[src/rtl/ea_gen_pkg.sv]
// Package: shared codes for the effective address generation unit.
// Assumes a 4-bit addressing-mode code; unused codes decode as implied.
package ea_gen_pkg;

    localparam int MODE_W = 4;

    typedef enum logic [MODE_W-1:0] {
        AM_IMPLIED   = 4'd0,
        AM_ACCUM     = 4'd1,
        AM_IMM       = 4'd2,
        AM_ZP        = 4'd3,
        AM_ZPX       = 4'd4,
        AM_ZPY       = 4'd5,
        AM_REL       = 4'd6,
        AM_ABS       = 4'd7,
        AM_ABSX      = 4'd8,
        AM_ABSY      = 4'd9,
        AM_IND       = 4'd10,
        AM_IDXIND_X  = 4'd11,
        AM_INDIDX_Y  = 4'd12
    } am_code_e;

    typedef enum logic [1:0] {
        RK_IMPLIED = 2'd0,
        RK_IMM     = 2'd1,
        RK_ADDR    = 2'd2,
        RK_REL     = 2'd3
    } res_kind_e;

    typedef enum logic [1:0] {
        FS_IDLE = 2'd0,
        FS_LO   = 2'd1,
        FS_HI   = 2'd2
    } fetch_state_e;

    typedef struct packed {
        logic      use_ptr;
        logic      post_y;
        res_kind_e kind;
    } mode_class_t;

endpackage

[src/rtl/ea_mode_decode.sv]
// Module: classifies a mode code into result kind, pointer use and
// post-indexing by Y. Assumes codes outside 0..12 act as implied.
module ea_mode_decode
    import ea_gen_pkg::*;
(
    input  logic [MODE_W-1:0] mode_i,
    output mode_class_t       cls_o
);

    // Map each mode code to its class.
    always_comb begin
        cls_o = '{use_ptr: 1'b0, post_y: 1'b0, kind: RK_IMPLIED};
        case (mode_i)
            AM_IMM:      cls_o.kind = RK_IMM;
            AM_ZP,
            AM_ZPX,
            AM_ZPY,
            AM_ABS,
            AM_ABSX,
            AM_ABSY:     cls_o.kind = RK_ADDR;
            AM_REL:      cls_o.kind = RK_REL;
            AM_IND,
            AM_IDXIND_X: begin
                cls_o.kind    = RK_ADDR;
                cls_o.use_ptr = 1'b1;
            end
            AM_INDIDX_Y: begin
                cls_o.kind    = RK_ADDR;
                cls_o.use_ptr = 1'b1;
                cls_o.post_y  = 1'b1;
            end
            default:     cls_o.kind = RK_IMPLIED;
        endcase
    end

endmodule

[src/rtl/ea_direct_calc.sv]
// Module: combinational result for modes that need no memory, plus the
// pointer address for modes that do. Assumes AW is twice DW.
module ea_direct_calc
    import ea_gen_pkg::*;
#(
    parameter  int DW = 8,
    localparam int AW = 2 * DW
) (
    input  logic [MODE_W-1:0] mode_i,
    input  logic [DW-1:0]     opnd_lo_i,
    input  logic [DW-1:0]     opnd_hi_i,
    input  logic [DW-1:0]     idx_x_i,
    input  logic [DW-1:0]     idx_y_i,
    output logic [AW-1:0]     direct_o,
    output logic [AW-1:0]     ptr_o
);

    logic [DW-1:0] zp_sum_x;
    logic [DW-1:0] zp_sum_y;
    logic [AW-1:0] abs_base;
    logic [AW-1:0] ext_x;
    logic [AW-1:0] ext_y;
    logic [AW-1:0] zp_base;

    // Page-zero sums wrap inside one byte; wide forms zero-extend.
    always_comb begin
        zp_sum_x = opnd_lo_i + idx_x_i;
        zp_sum_y = opnd_lo_i + idx_y_i;
        abs_base = {opnd_hi_i, opnd_lo_i};
        ext_x    = {{DW{1'b0}}, idx_x_i};
        ext_y    = {{DW{1'b0}}, idx_y_i};
        zp_base  = {{DW{1'b0}}, opnd_lo_i};
    end

    // Select the result for each direct mode.
    always_comb begin
        case (mode_i)
            AM_IMM:  direct_o = zp_base;
            AM_ZP:   direct_o = zp_base;
            AM_ZPX:  direct_o = {{DW{1'b0}}, zp_sum_x};
            AM_ZPY:  direct_o = {{DW{1'b0}}, zp_sum_y};
            AM_REL:  direct_o = {{DW{opnd_lo_i[DW-1]}}, opnd_lo_i};
            AM_ABS:  direct_o = abs_base;
            AM_ABSX: direct_o = abs_base + ext_x;
            AM_ABSY: direct_o = abs_base + ext_y;
            default: direct_o = '0;
        endcase
    end

    // Select the pointer for each memory-indirect mode.
    always_comb begin
        case (mode_i)
            AM_IND:      ptr_o = abs_base;
            AM_IDXIND_X: ptr_o = {{DW{1'b0}}, zp_sum_x};
            AM_INDIDX_Y: ptr_o = zp_base;
            default:     ptr_o = '0;
        endcase
    end

endmodule

[src/rtl/ea_ptr_fetch.sv]
// Module: reads a little-endian pointer word with two single-byte reads,
// each held until the valid strobe, then adds a post-index offset.
// Assumes launch_i is only raised while busy_o is low.
module ea_ptr_fetch
    import ea_gen_pkg::*;
#(
    parameter  int DW = 8,
    localparam int AW = 2 * DW
) (
    input  logic          clk,
    input  logic          rst_n,
    input  logic          launch_i,
    input  logic [AW-1:0] ptr_i,
    input  logic [AW-1:0] post_add_i,
    output logic          mem_req_o,
    output logic [AW-1:0] mem_addr_o,
    input  logic [DW-1:0] mem_rdata_i,
    input  logic          mem_rvalid_i,
    output logic          busy_o,
    output logic          fin_o,
    output logic [AW-1:0] word_o
);

    fetch_state_e  state_q;
    logic [AW-1:0] ptr_q;
    logic [AW-1:0] post_q;
    logic [DW-1:0] lo_q;

    // Advance through the low and high byte reads.
    always_ff @(posedge clk) begin
        if (!rst_n) begin
            state_q <= FS_IDLE;
            ptr_q   <= '0;
            post_q  <= '0;
            lo_q    <= '0;
        end else begin
            case (state_q)
                FS_IDLE: if (launch_i) begin
                    state_q <= FS_LO;
                    ptr_q   <= ptr_i;
                    post_q  <= post_add_i;
                end
                FS_LO: if (mem_rvalid_i) begin
                    lo_q    <= mem_rdata_i;
                    state_q <= FS_HI;
                end
                FS_HI: if (mem_rvalid_i) begin
                    state_q <= FS_IDLE;
                end
                default: state_q <= FS_IDLE;
            endcase
        end
    end

    // Drive the read port and the assembled word.
    always_comb begin
        mem_req_o  = (state_q != FS_IDLE);
        mem_addr_o = (state_q == FS_HI) ? ptr_q + 1'b1 : ptr_q;
        busy_o     = (state_q != FS_IDLE);
        fin_o      = (state_q == FS_HI) && mem_rvalid_i;
        word_o     = {mem_rdata_i, lo_q} + post_q;
    end


    addr_hold_chk: assert property (@(posedge clk) disable iff (!rst_n)
        (mem_req_o && !mem_rvalid_i) |=> (mem_req_o && $stable(mem_addr_o)));


    hi_follows_lo_chk: assert property (@(posedge clk) disable iff (!rst_n)
        (state_q == FS_LO && mem_rvalid_i) |=> (mem_addr_o == $past(mem_addr_o) + 1'b1));


    launch_idle_chk: assert property (@(posedge clk) disable iff (!rst_n)
        launch_i |-> !mem_req_o);

endmodule

[src/rtl/ea_gen_unit.sv]
// Module: top of the effective address generation unit. Accepts a start
// when no pointer fetch is running, answers direct modes the next cycle
// and pointer modes the cycle after the high byte arrives.
// Assumes mem_rvalid_i is only meaningful while mem_req_o is high.
module ea_gen_unit
    import ea_gen_pkg::*;
#(
    parameter  int DW = 8,
    localparam int AW = 2 * DW
) (
    input  logic              clk,
    input  logic              rst_n,
    input  logic              start_i,
    input  logic [MODE_W-1:0] mode_i,
    input  logic [DW-1:0]     opnd_lo_i,
    input  logic [DW-1:0]     opnd_hi_i,
    input  logic [DW-1:0]     idx_x_i,
    input  logic [DW-1:0]     idx_y_i,
    output logic              mem_req_o,
    output logic [AW-1:0]     mem_addr_o,
    input  logic [DW-1:0]     mem_rdata_i,
    input  logic              mem_rvalid_i,
    output logic              done_o,
    output logic [1:0]        kind_o,
    output logic [AW-1:0]     result_o
);

    mode_class_t   cls;
    logic [AW-1:0] direct_val;
    logic [AW-1:0] ptr_val;
    logic [AW-1:0] post_add;
    logic [AW-1:0] fetched_word;
    logic          fetch_busy;
    logic          fetch_fin;
    logic          accept;
    logic          launch;
    logic          done_q;
    res_kind_e     kind_q;
    logic [AW-1:0] result_q;
    logic          zp_family;

    ea_mode_decode u_decode (
        .mode_i (mode_i),
        .cls_o  (cls)
    );

    ea_direct_calc #(.DW(DW)) u_direct (
        .mode_i    (mode_i),
        .opnd_lo_i (opnd_lo_i),
        .opnd_hi_i (opnd_hi_i),
        .idx_x_i   (idx_x_i),
        .idx_y_i   (idx_y_i),
        .direct_o  (direct_val),
        .ptr_o     (ptr_val)
    );

    ea_ptr_fetch #(.DW(DW)) u_fetch (
        .clk          (clk),
        .rst_n        (rst_n),
        .launch_i     (launch),
        .ptr_i        (ptr_val),
        .post_add_i   (post_add),
        .mem_req_o    (mem_req_o),
        .mem_addr_o   (mem_addr_o),
        .mem_rdata_i  (mem_rdata_i),
        .mem_rvalid_i (mem_rvalid_i),
        .busy_o       (fetch_busy),
        .fin_o        (fetch_fin),
        .word_o       (fetched_word)
    );

    // Gate the start and pick the post-index for the fetch.
    always_comb begin
        accept    = start_i && !fetch_busy;
        launch    = accept && cls.use_ptr;
        post_add  = cls.post_y ? {{DW{1'b0}}, idx_y_i} : '0;
        zp_family = (mode_i == AM_ZP) || (mode_i == AM_ZPX) || (mode_i == AM_ZPY);
    end

    // Register the completion pulse, kind and result.
    always_ff @(posedge clk) begin
        if (!rst_n) begin
            done_q   <= 1'b0;
            kind_q   <= RK_IMPLIED;
            result_q <= '0;
        end else begin
            done_q <= 1'b0;
            if (accept && !cls.use_ptr) begin
                done_q   <= 1'b1;
                kind_q   <= cls.kind;
                result_q <= direct_val;
            end else if (fetch_fin) begin
                done_q   <= 1'b1;
                kind_q   <= RK_ADDR;
                result_q <= fetched_word;
            end
        end
    end

    assign done_o   = done_q;
    assign kind_o   = kind_q;
    assign result_o = result_q;


    direct_lat_chk: assert property (@(posedge clk) disable iff (!rst_n)
        (accept && !cls.use_ptr) |=> (done_o && !mem_req_o));


    ptr_start_chk: assert property (@(posedge clk) disable iff (!rst_n)
        (accept && cls.use_ptr) |=> (mem_req_o && !done_o));


    zp_page_chk: assert property (@(posedge clk) disable iff (!rst_n)
        (accept && zp_family) |=> (result_o[AW-1:DW] == '0));


    rel_sign_chk: assert property (@(posedge clk) disable iff (!rst_n)
        (accept && mode_i == AM_REL) |=>
        (kind_o == RK_REL && result_o[AW-1:DW] == {DW{result_o[DW-1]}}));


    result_hold_chk: assert property (@(posedge clk) disable iff (!rst_n)
        (!accept && !fetch_fin) |=> ($stable(result_o) && $stable(kind_o) && !done_o));

endmodule

[config.mk]
export PLATFORM = sky130hd
export DESIGN_NAME = ea_gen_unit
export DESIGN_NICKNAME = d
export VERILOG_FILES = /design/src/rtl/ea_gen_pkg.sv /design/src/rtl/ea_mode_decode.sv /design/src/rtl/ea_direct_calc.sv /design/src/rtl/ea_ptr_fetch.sv /design/src/rtl/ea_gen_unit.sv
export SDC_FILE = /design/constraint.sdc
export NUM_CORES = 1
export LEC_CHECK = 0
export BUFFER_PORTS_ARGS = -buffer_cell sky130_fd_sc_hd__buf_2
export CAP_MARGIN = 20
export CORE_MARGIN = 3
export CORE_UTILIZATION = 50
export CTS_CLUSTER_SIZE = 14
export DETAILED_ROUTE_END_ITERATION = 7
export GPL_TIMING_DRIVEN = 0
export HOLD_SLACK_MARGIN = 0.1
export PLACE_DENSITY = 0.7
export SETUP_SLACK_MARGIN = 0.05
export SLEW_MARGIN = 10
export SYNTH_ARGS = -nofsm -noshare
export SYNTH_HDL_FRONTEND = slang
export SYNTH_SLANG_ARGS = --single-unit
[constraint.sdc]
create_clock -name clk -period 8.4 [get_ports clk]
set_clock_uncertainty 0.2 [all_clocks]
set_input_delay 1.68 -clock clk [delete_from_list [all_inputs] [get_ports clk]]
set_output_delay 1.68 -clock clk [all_outputs]
set_load 0.01 [all_outputs]
==> flow_summary_export.csv, run 1 <==
group,metric,value,unit
logic_synthesis,yosys_warnings,0,
setup_path,cpMaxStageDelayCell,"nor3b_1",
sta,worstMarginPinSlew,1.100,ns
layout,nFillCells,852,
clock_tree,clock-root-buffer,"clkbuf_8",
setup_path,worstPathCellList,"buf_2 -> buf_2 -> nor3b_1 -> and2_1 -> buf_2 -> mux2_2 -> ha_1 -> a211oi_1 -> o21ai_0 -> a31oi_1 -> nor4b_1 -> a211oi_1 -> o22ai_1",
status,status,"finished, final reports clean",
clock_tree,cts_buffers,5,
global_routing,use_met1,0.3791,
floorplan,core,8806,um2
min_path,hold_path_class,"reg -> reg",
placed_design,dpl.hpwl,11420,um
clock_tree,cts_htree_levels,2,
run,drv_cap,0,
layout,instances_no_fill,782,
setup_path,crit_path_end_kind,"register",
placed_design,port-buffer-count,81,
placed_design,post_dp_cell_area,5107,um2
logic_synthesis,syn_avg_cell_area,7.807,um2
setup_path,crit_top_cell,"buf_2",
floorplan,row_count,34,
clock_tree,hold_buffers,0,
sta,fmax,180.8,MHz
layout,area_growth,13.73,%
detailed_routing,totalWireLength,14220,um
logic_synthesis,netlist_area,4567,um2
detailed_routing,wire_per_inst,18.18,um
detailed_routing,vias,4884,
setup_path,worst_r2r_endpoint,"result_o[11]$_SDFFE_PN0P_",
sta,relSlewSlack,0.2612,
power_and_ir_drop,power_density,116.5,nW/um2
setup_path,path_buf_inv,3,
layout,layout_commonest_cell,"buf_2",
detailed_routing,ant_nets,0,
setup_path,r2r_start,"u_fetch.lo_q[3]$_SDFFE_PN0P_",
setup_path,crit_start,"mode_i[2]",
setup_path,startpoint_type,"input pin",
sta,finalHoldViolations,0,
layout,diodes,0,
logic_synthesis,ys_seq_elements,53,
floorplan,fp.dieW,101.6,um
logic_synthesis,synthArstFlopShare,0,
clock_tree,post-cts-setup-buffer-count,0,
logic_synthesis,synth.distinct_cells,67,
clock_tree,path_clk_slew,0.10,ns
sta,drv_slew,0,
setup_path,r2r_slack,5.73,ns
power_and_ir_drop,p_leak,2.234,nW
logic_synthesis,synth_flop_cell,"dfxtp_1",
sta,fin_crit_sh,0.6583,
layout,postLayoutCellArea,5194,um2
clock_tree,clockBufferDepth,2,
global_routing,gr-usage-met2,0.4371,
logic_synthesis,synth_edf_count,0,
power_and_ir_drop,ir_worst_vdd,0.00005796,V
sta,rsz0062_at_grt,"false",
detailed_routing,drc,0,
global_routing,gr-usage-met3,0.04201,
floorplan,die_h,101.6,um
setup_path,cp_max_fo,10,
floorplan,io_pins,84,
detailed_routing,vias_per_cell,6.246,
setup_path,worst_path_dominant_cell_family,"compound AO/OA/AOI/OAI gates",
global_routing,grt_start_max_net_pins,17,
setup_path,path_depth,13,
setup_path,criticalPathCategory,"in -> reg",
setup_path,max_stage_delay,0.67,ns
layout,drive_gt1_frac,0.1721,
detailed_routing,detailedRoute.firstPassIterationCount,6,
detailed_routing,drtIter0Drc,407,
setup_path,reg2reg_depth,7,
layout,layout.area.seq,1061,um2
layout,multi_input_area,3333,um2
global_routing,busiest_layer,"met2",
global_routing,antenna_found_initial,0,
sta,setup_viol,0,
setup_path,cp.arrival,5.53,ns
logic_synthesis,synth_nets,670,
logic_synthesis,ys_seq_area_frac,0.2323,
global_routing,grt_pass1_vias,4559,
power_and_ir_drop,report.power.total,605.3,uW
global_routing,grt-ovfl-total,0,
placed_design,place_congestion,0.9339,
placed_design,place_inst,774,
clock_tree,insertion_delay,0.31,ns
layout,layout_common_cells,"buf_2, dfxtp_1, a21oi_1",
setup_path,critical_path_required,8.41,ns
global_routing,grtUsageTotal,0.2783,
logic_synthesis,synth_cells,585,
clock_tree,cts_num_sinks,53,
global_routing,grt_pass1_wl,22510,um
setup_path,critical_path.endpoint,"result_o[13]$_SDFFE_PN0P_",
sta,fin_tns_setup,0,ns
floorplan,die_area,10320,um2
clock_tree,cts-resized-gates,0,
floorplan,initial_core_util,0.5186,
sta,period_minus_slack,5.530,ns
clock_tree,cts_tree,"yes",
layout,fin_nets,758,
==> final cells by class <==
cell class,instances,share of cell area
multi-input combinational,488,0.6418
clock inverter,2,0.002650
clock buffer,6,0.01397
tap,108,0.02602
timing repair buffer,81,0.07805
sequential,53,0.2043
buffer,27,0.02096
inverter,17,0.01229
==> metrics by stage <==
| stage | util | hold WS [ns] | worst slack (ns) |
|---|---|---|---|
| after detailed placement | 0.5800 | 0.2633 | 2.679 |
| after floorplan | - | 0.2444 | 3.618 |
| final | 0.5898 | 0.2786 | 2.870 |
| after CTS | 0.5898 | 0.2790 | 2.995 |
| after global placement | 0.5800 | 0.2589 | 2.754 |
| after global routing | 0.5898 | 0.2893 | 2.789 |
==> cells by family after synthesis <==
family	after synthesis	synth area share
compound gates	192	0.2858
buf+inv	44	0.03781
xor+xnor	33	0.06329
fa+ha+maj	37	0.1079
simple gates	205	0.2244
flops	53	0.2323
mux	21	0.04849
==> metal layers <==
| layer | share of wire | vias up |
|---|---|---|
| met1 | 0.44 | 2245 |
| met3 | 0.078 | 41 |
| li1 | - | 2357 |
| met5 | 0 | - |
| met2 | 0.45 | 241 |
| met4 | 0.038 | 0 |
==> worst reg2reg max path, cell delays in order (launching register included) <==
cell	delay, ns
dfxtp_1	0.37
ha_1	0.37
and2_4	0.19
a221o_1	0.33
o211ai_1	0.50
a2111oi_0	0.20
o21ai_0	0.28
a31oi_1	0.13
==> flip-flops by register name (all words and copies together), names as in the netlist <==
name,count
result_o,16
u_fetch.state_q,2
kind_o,2
done_o,1
u_fetch.ptr_q,16
u_fetch.lo_q,8
u_fetch.post_q,8
==> worst min path at each step <==
stage / from / end / depth (start not counted)
final: u_fetch.ptr_q[15]$_SDFFE_PN0P_ / u_fetch.ptr_q[15]$_SDFFE_PN0P_ / 2
after global routing: u_fetch.ptr_q[15]$_SDFFE_PN0P_ / u_fetch.ptr_q[15]$_SDFFE_PN0P_ / 2
after CTS: u_fetch.ptr_q[15]$_SDFFE_PN0P_ / u_fetch.ptr_q[15]$_SDFFE_PN0P_ / 2
after detailed placement: u_fetch.ptr_q[15]$_SDFFE_PN0P_ / u_fetch.ptr_q[15]$_SDFFE_PN0P_ / 2
after global placement: u_fetch.ptr_q[15]$_SDFFE_PN0P_ / u_fetch.ptr_q[15]$_SDFFE_PN0P_ / 2
after floorplan: u_fetch.ptr_q[15]$_SDFFE_PN0P_ / u_fetch.ptr_q[15]$_SDFFE_PN0P_ / 2
==> synth_stat cells (all sizes together) (9+ instances only) <==
library cell  count  area, um2
a211oi           13      102.6
dfxtp            53       1061
xnor2            21      183.9
o21a             10      75.07
clkbuf           19      71.32
a221oi            9      78.83
nand3            21      105.1
ha               33      412.9
xor2             12      105.1
o21ai            30      150.1
nor2             50      187.7
mux2i            12      120.1
a21o              9      67.56
inv              17      63.81
o211ai            9      67.56
nand2            49      183.9
nor3             19      95.09
a21oi            52      260.3
a22oi            14      105.1
mux2              9      101.4
==> power by group <==
| part | total [mW] | switching [mW] | internal [mW] |
|---|---|---|---|
| Sequential | 0.267 | 0.00640 | 0.260 |
| Clock | 0.151 | 0.0914 | 0.0598 |
| Combinational | 0.187 | 0.114 | 0.0736 |
| Total | 0.605 | 0.211 | 0.394 |
Note: power is estimated with default switching activity, not from simulation.
==> inputs of run 2 (changes only) <==
--- a/config.mk
+++ b/config.mk
@@ -5,6 +5,7 @@
 export SDC_FILE = /design/constraint.sdc
 export NUM_CORES = 1
 export LEC_CHECK = 0
+export ABC_AREA = 1
 export BUFFER_PORTS_ARGS = -buffer_cell sky130_fd_sc_hd__buf_2
 export CAP_MARGIN = 20
 export CORE_MARGIN = 3
@@ -13,7 +14,7 @@
 export DETAILED_ROUTE_END_ITERATION = 7
 export GPL_TIMING_DRIVEN = 0
 export HOLD_SLACK_MARGIN = 0.1
-export PLACE_DENSITY = 0.7
+export PLACE_DENSITY = 0.69
 export SETUP_SLACK_MARGIN = 0.05
 export SLEW_MARGIN = 10
 export SYNTH_ARGS = -nofsm -noshare
==> constraint.sdc (replaced) <==
create_clock -name clk -period 5.39 [get_ports clk]
set_clock_uncertainty 0.2 [all_clocks]
set_input_delay 1.078 -clock clk [delete_from_list [all_inputs] [get_ports clk]]
set_output_delay 1.078 -clock clk [all_outputs]
set_load 0.01 [all_outputs]
==> run 2 against run 1 <==
Synthesized cell count increased by 32%. Register-to-register slack got worse by 2.8 ns. Cell count grew 26%. Sequential share of layout area shrank 1.2 points. Final area grew 6.3%. Non-clock buffer count decreased by 9. Total power rose by 67%. Via count grew 12%. Global-route usage rose by 1.5 points. Largest cell class unchanged. Largest power group unchanged. Highest routed layer unchanged.
==> flow_summary_export.csv, run 2 <==
group,metric,value,unit
logic_synthesis,synthArstFlopShare,0,
global_routing,busiest_layer,"met2",
clock_tree,clock-root-buffer,"clkbuf_8",
logic_synthesis,synth_edf_count,0,
layout,drive_gt1_frac,0.1616,
logic_synthesis,ys_seq_area_frac,0.2184,
detailed_routing,totalWireLength,16140,um
placed_design,dpl.hpwl,13350,um
sta,worstMarginPinSlew,0.6156,ns
sta,drv_slew,0,
layout,layout_common_cells,"nand2_1, inv_1, buf_2",
global_routing,gr-usage-met3,0.04756,
logic_synthesis,syn_avg_cell_area,6.301,um2
power_and_ir_drop,ir_worst_vdd,0.0001241,V
placed_design,place_congestion,0.9795,
clock_tree,clockBufferDepth,2,
floorplan,core,9328,um2
clock_tree,cts-resized-gates,0,
layout,finish.utilization,0.5918,
setup_path,crit_top_cell,"nand2_1",
setup_path,cpMaxStageDelayCell,"fa_1",
clock_tree,post-cts-setup-buffer-count,0,
placed_design,preCtsSetupSlack,0.8211,ns
clock_tree,cts_htree_levels,2,
sta,worst_slack,1.106,ns
floorplan,initial_core_util,0.5209,
layout,fin_nets,944,
detailed_routing,ant_nets,0,
floorplan,die_area,10940,um2
layout,area_growth,13.62,%
sta,finalHoldViolations,0,
detailed_routing,drc,0,
setup_path,cp_max_fo,9,
logic_synthesis,yosys_warnings,0,
layout,diodes,0,
sta,rsz0062_at_grt,"false",
setup_path,criticalPathCategory,"in -> reg",
layout,postLayoutCellArea,5520,um2
detailed_routing,vias,5471,
global_routing,grt_pass1_wl,25620,um
layout,nFillCells,998,
run,drv_cap,0,
setup_path,cp.arrival,4.33,ns
power_and_ir_drop,power_density,183.5,nW/um2
sta,setup_viol,0,
min_path,hold_path_class,"reg -> reg",
setup_path,critical_path_required,5.44,ns
layout,layout.area.seq,1061,um2
setup_path,crit_path_end_kind,"register",
clock_tree,hold_buffers,0,
layout,multi_input_area,3267,um2
logic_synthesis,synth.distinct_cells,41,
placed_design,post_dp_cell_area,5425,um2
logic_synthesis,synth_cells,771,
global_routing,use_met1,0.3994,
sta,relSlewSlack,0.5874,
layout,layout_commonest_cell,"nand2_1",
logic_synthesis,synth.area.top_cells,"dfxtp_1, nand2_1, ha_1",
global_routing,grt_pass1_vias,5139,
detailed_routing,wire_per_inst,16.31,um
clock_tree,path_clk_slew,0.11,ns
global_routing,gr-usage-met2,0.4626,
floorplan,fp.dieW,104.6,um
detailed_routing,vias_per_cell,5.532,
setup_path,startpoint_type,"input pin",
floorplan,die_h,104.6,um
logic_synthesis,netlist_area,4858,um2
clock_tree,cts_buffers,5,
clock_tree,cts_tree,"yes",
sta,fin_crit_sh,0.7949,
floorplan,row_count,35,
global_routing,antenna_found_initial,0,
detailed_routing,detailedRoute.firstPassIterationCount,5,
logic_synthesis,synth_area_leader_cell,"dfxtp_1",
placed_design,port-buffer-count,81,
logic_synthesis,synth_top_area_frac,0.2184,
detailed_routing,drtIter0Drc,306,
logic_synthesis,ys_seq_elements,53,
logic_synthesis,synth_flop_cell,"dfxtp_1",
clock_tree,cts_num_sinks,53,
power_and_ir_drop,p_leak,2.811,nW
floorplan,io_pins,84,
global_routing,grt_start_max_net_pins,19,
clock_tree,insertion_delay,0.32,ns
sta,fmax,233.4,MHz
setup_path,max_stage_delay,0.41,ns
logic_synthesis,yosysMostFrequentCell,"nand2_1",
logic_synthesis,synth_nets,856,
sta,period_minus_slack,4.284,ns
setup_path,worstPathCellList,"buf_2 -> inv_1 -> nand2_2 -> nor2_2 -> nand2_1 -> mux2_2 -> ha_1 -> inv_1 -> fa_1 -> inv_1 -> nand3_1 -> nand3_1 -> nand2_1 -> nand3_1 -> nand2_1 -> nand2_1 -> nand2_1 -> o21ai_0 -> nand2_1 -> a21oi_1",
global_routing,grtUsageTotal,0.2933,
sta,fin_tns_setup,0,ns
status,status,"finished, final reports clean",
logic_synthesis,ys_top_cells_by_count,"nand2_1, inv_1, a21oi_1",
global_routing,grt-ovfl-total,0,
power_and_ir_drop,report.power.total,1.013,mW
## run 2: cell types whose count changed after synthesis, sizes merged, moves of 10 or more
cell / previous run / this run
a21oi: 52 / 84
nor2: 50 / 62
xnor2: 21 / 11
inv: 17 / 108
nor3: 19 / 7
mux2i: 12 / 0
nand3: 21 / 77
clkbuf: 19 / 6
o21ai: 30 / 47
nand4: 8 / 21
nand2: 49 / 194
## run 2: worst paths after layout
path	cells after the start	startpoint	slack (ns)	end
setup reg to reg	17	u_fetch.lo_q[0]$_SDFFE_PN0P_	2.89	result_o[12]$_SDFFE_PN0P_
setup / recovery	20	mode_i[2]	1.11	result_o[10]$_SDFFE_PN0P_
hold / removal	2	u_fetch.lo_q[7]$_SDFFE_PN0P_	0.26	u_fetch.lo_q[7]$_SDFFE_PN0P_
hold reg to reg	2	u_fetch.lo_q[7]$_SDFFE_PN0P_	0.26	u_fetch.lo_q[7]$_SDFFE_PN0P_
## run 2: logic make-up (layout without fill, tap and decap cells)
logic type,count (synthesis),after routing,share of synthesized area
flops,53,53,0.2184
buf+inv,126,215,0.1092
simple gates,368,368,0.3343
compound gates,157,157,0.1790
xor+xnor,23,23,0.04146
fa+ha+maj,37,37,0.1015
mux,7,7,0.01623
## run 2: layer usage
metal,vias up,routed length [um]
met4,0,719
met1,2480,7182
met5,-,0
li1,2742,-
met3,37,1222
met2,212,7010
## run 2: worst max-delay path: cells and delay by family
kind | cells | cell delay [ns]
simple gates | 11 | 1.56
fa+ha+maj | 2 | 0.60
buf+inv | 4 | 0.42
compound gates | 2 | 0.35
mux | 1 | 0.31
## run 2: power by group
| part | internal (mW) | switching [mW] | leakage, nW |
|---|---|---|---|
| registers | 0.412 | 0.0153 | 0.432 |
| logic | 0.122 | 0.219 | 2.34 |
| clock network | 0.0949 | 0.149 | 0.0423 |
| total | 0.629 | 0.384 | 2.81 |
## run 2: final cells by class
class | count | area share
multi-input combinational | 592 | 0.5918
tap | 129 | 0.02924
clock inverter | 3 | 0.004760
clock buffer | 5 | 0.01247
timing repair buffer | 81 | 0.07344
buffer | 18 | 0.02131
inverter | 108 | 0.07480
sequential | 53 | 0.1922
## run 2: through the flow
step	hold WS [ns]	std cells
3_3_place_gp	0.2381	981
4_1_cts	0.2621	989
2_1_floorplan	0.2280	771
5_1_grt	0.2946	989
6_report	0.2626	989
3_5_place_dp	0.2455	981
==> inputs of run 3 (changes only) <==
--- a/config.mk
+++ b/config.mk
@@ -5,7 +5,7 @@
 export SDC_FILE = /design/constraint.sdc
 export NUM_CORES = 1
 export LEC_CHECK = 0
-export ABC_AREA = 1
+export ABC_AREA = 0
 export BUFFER_PORTS_ARGS = -buffer_cell sky130_fd_sc_hd__buf_2
 export CAP_MARGIN = 20
 export CORE_MARGIN = 3
@@ -14,7 +14,7 @@
 export DETAILED_ROUTE_END_ITERATION = 7
 export GPL_TIMING_DRIVEN = 0
 export HOLD_SLACK_MARGIN = 0.1
-export PLACE_DENSITY = 0.69
+export PLACE_DENSITY = 0.73
 export SETUP_SLACK_MARGIN = 0.05
 export SLEW_MARGIN = 10
 export SYNTH_ARGS = -nofsm -noshare
==> constraint.sdc (replaced) <==
create_clock -name clk -period 3.8 [get_ports clk]
set_clock_uncertainty 0.2 [all_clocks]
set_input_delay 0.76 -clock clk [delete_from_list [all_inputs] [get_ports clk]]
set_output_delay 0.76 -clock clk [all_outputs]
set_load 0.01 [all_outputs]
==> run 3 against run 2 <==
Combinational power is 27% higher. Via count decreased by 11%. Non-clock buffer count increased by 13. Critical endpoint unchanged. Largest power group unchanged. Highest routed layer unchanged.
==> flow_summary_export.csv, run 3 (synthesis results as in run 1) <==
group,metric,value,unit
status,status,"finished, final reports clean",
detailed_routing,drtIter0Drc,372,
run,drv_cap,0,
layout,drive_gt1_frac,0.1903,
setup_path,worstPathCellList,"buf_2 -> buf_2 -> nor3b_4 -> and2_1 -> buf_4 -> mux2_2 -> ha_2 -> inv_1 -> fa_1 -> nand3b_1 -> nand4_1 -> and2_1 -> a41oi_1 -> o221ai_2 -> o211a_1",
setup_path,worst_r2r_endpoint,"result_o[11]$_SDFFE_PN0P_",
setup_path,startpoint_type,"input pin",
clock_tree,clockBufferDepth,2,
sta,fmax,277.7,MHz
placed_design,port-buffer-count,81,
detailed_routing,detailedRoute.firstPassIterationCount,5,
floorplan,fp.dieW,101.6,um
clock_tree,clock-root-buffer,"clkbuf_8",
setup_path,cp_max_fo,10,
clock_tree,cts_tree,"yes",
detailed_routing,vias,4878,
floorplan,die_h,101.6,um
floorplan,io_pins,84,
clock_tree,insertion_delay,0.32,ns
layout,diodes,0,
sta,period_minus_slack,3.602,ns
setup_path,crit_path_end_kind,"register",
floorplan,initial_core_util,0.5186,
setup_path,critical_path_required,3.87,ns
placed_design,place_congestion,0.8990,
setup_path,criticalPathCategory,"in -> reg",
detailed_routing,wire_per_inst,18.25,um
detailed_routing,totalWireLength,14350,um
global_routing,grtUsageTotal,0.2803,
clock_tree,cts_buffers,5,
layout,finish.utilization,0.6010,
layout,nFillCells,855,
floorplan,core,8806,um2
layout,layout_common_cells,"buf_2, dfxtp_1, a21oi_1",
power_and_ir_drop,ir_worst_vdd,0.0001639,V
layout,area_growth,15.89,%
setup_path,r2r_start,"u_fetch.lo_q[3]$_SDFFE_PN0P_",
layout,fin_nets,762,
clock_tree,path_clk_slew,0.11,ns
setup_path,max_stage_delay,0.40,ns
sta,worstMarginPinSlew,1.122,ns
floorplan,row_count,34,
sta,hold_slack,0.2793,ns
min_path,whs_path_depth,2,
clock_tree,cts_htree_levels,2,
clock_tree,cts_num_sinks,53,
global_routing,grt_pass1_vias,4553,
sta,fin_crit_sh,0.9478,
layout,layout.area.seq,1061,um2
detailed_routing,drc,0,
setup_path,path_buf_inv,4,
setup_path,reg2reg_depth,7,
sta,setup_viol,0,
placed_design,dpl.hpwl,11680,um
sta,relSlewSlack,0.2461,
sta,finalHoldViolations,0,
min_path,hold_path_class,"reg -> reg",
sta,rsz0062_at_grt,"false",
setup_path,cpMaxStageDelayCell,"fa_1",
power_and_ir_drop,p_leak,2.261,nW
power_and_ir_drop,power_density,258.2,nW/um2
layout,multi_input_area,3396,um2
setup_path,worst_path_dominant_cell_family,"simple AND/OR/NAND/NOR gates",
global_routing,grt_start_max_net_pins,18,
setup_path,r2r_slack,1.18,ns
global_routing,grt-ovfl-total,0,
layout,layout_commonest_cell,"buf_2",
floorplan,die_area,10320,um2
detailed_routing,ant_nets,0,
detailed_routing,vias_per_cell,6.206,
sta,drv_slew,0,
global_routing,antenna_found_initial,0,
min_path,worstHoldEndpoint,"u_fetch.ptr_q[15]$_SDFFE_PN0P_",
setup_path,cp.arrival,3.67,ns
min_path,hp-start,"u_fetch.ptr_q[15]$_SDFFE_PN0P_",
global_routing,grt_pass1_wl,22950,um
## run 3: changes by cell type in the layout (fill, tap and decap cells not counted), moves of 10 or more
cell / change
nand2_1: -140
nand3_1: -55
clkbuf_1: +13
mux2i_1: +12
nand4_1: -13
nor3_1: +14
xnor2_1: +10
inv_1: -86
a21oi_1: -29
o21ai_0: -19
## run 3: final cells by class
class / count / share of cell area
inverter: 17 / 0.01206
buffer: 27 / 0.02104
sequential: 53 / 0.2005
clock buffer: 5 / 0.01300
clock inverter: 3 / 0.004019
timing repair buffer: 85 / 0.08227
multi-input combinational: 488 / 0.6416
tap: 108 / 0.02553
## run 3: worst max-delay path by stage
stage,start,to,cells past startpoint
finish,mode_i[2],result_o[10]$_SDFFE_PN0P_,15
global route,mode_i[2],result_o[10]$_SDFFE_PN0P_,15
CTS,mode_i[2],result_o[10]$_SDFFE_PN0P_,15
detailed placement,mode_i[2],result_o[13]$_SDFFE_PN0P_,13
global placement,mode_i[2],result_o[13]$_SDFFE_PN0P_,13
floorplan,mode_i[2],result_o[13]$_SDFFE_PN0P_,12
## run 3: per-stage QoR
step	area [um2]	total power [mW]	instances	setup TNS, ns	worst slack (ns)
finish	5293	1.367	786	0	0.1984
global route	5293	1.433	786	0	0.06471
CTS	5251	1.352	785	0	0.1438
detailed placement	5119	1.009	774	-3.632	-0.5817
global placement	5119	1.000	774	-3.331	-0.4746
floorplan	4578	0.8670	585	0	0.1581
## run 3: power breakdown
part           switching (mW)  internal (mW)
clock                   0.211          0.132
sequential             0.0152          0.576
combinational           0.259          0.175
## run 3: layer usage
layer / wire length [um] / vias up / share of wire / global-route usage
li1: - / 2367 / - / -
met1: 6330 / 2279 / 0.44 / 0.3875
met2: 6709 / 204 / 0.47 / 0.4603
met3: 940 / 28 / 0.066 / 0.02824
met4: 366 / 0 / 0.026 / 0.08691
met5: 0 / - / 0 / 0
## run 3: repair_timing
action	4_1_cts	5_1_grt
setup buffers	3	1
hold buffers	0	0
pin swaps	2	2
setup endpoints to repair	8	6
gates resized for setup	4	10
hold endpoints to repair	0	0
## run 3: worst register-to-register path: stages, from the launching register on
cell	delay [ns]
dfxtp_1	0.36
ha_1	0.36
and2_4	0.19
a221o_1	0.33
o211ai_1	0.49
a2111oi_0	0.20
o21ai_0	0.28
a31oi_1	0.12
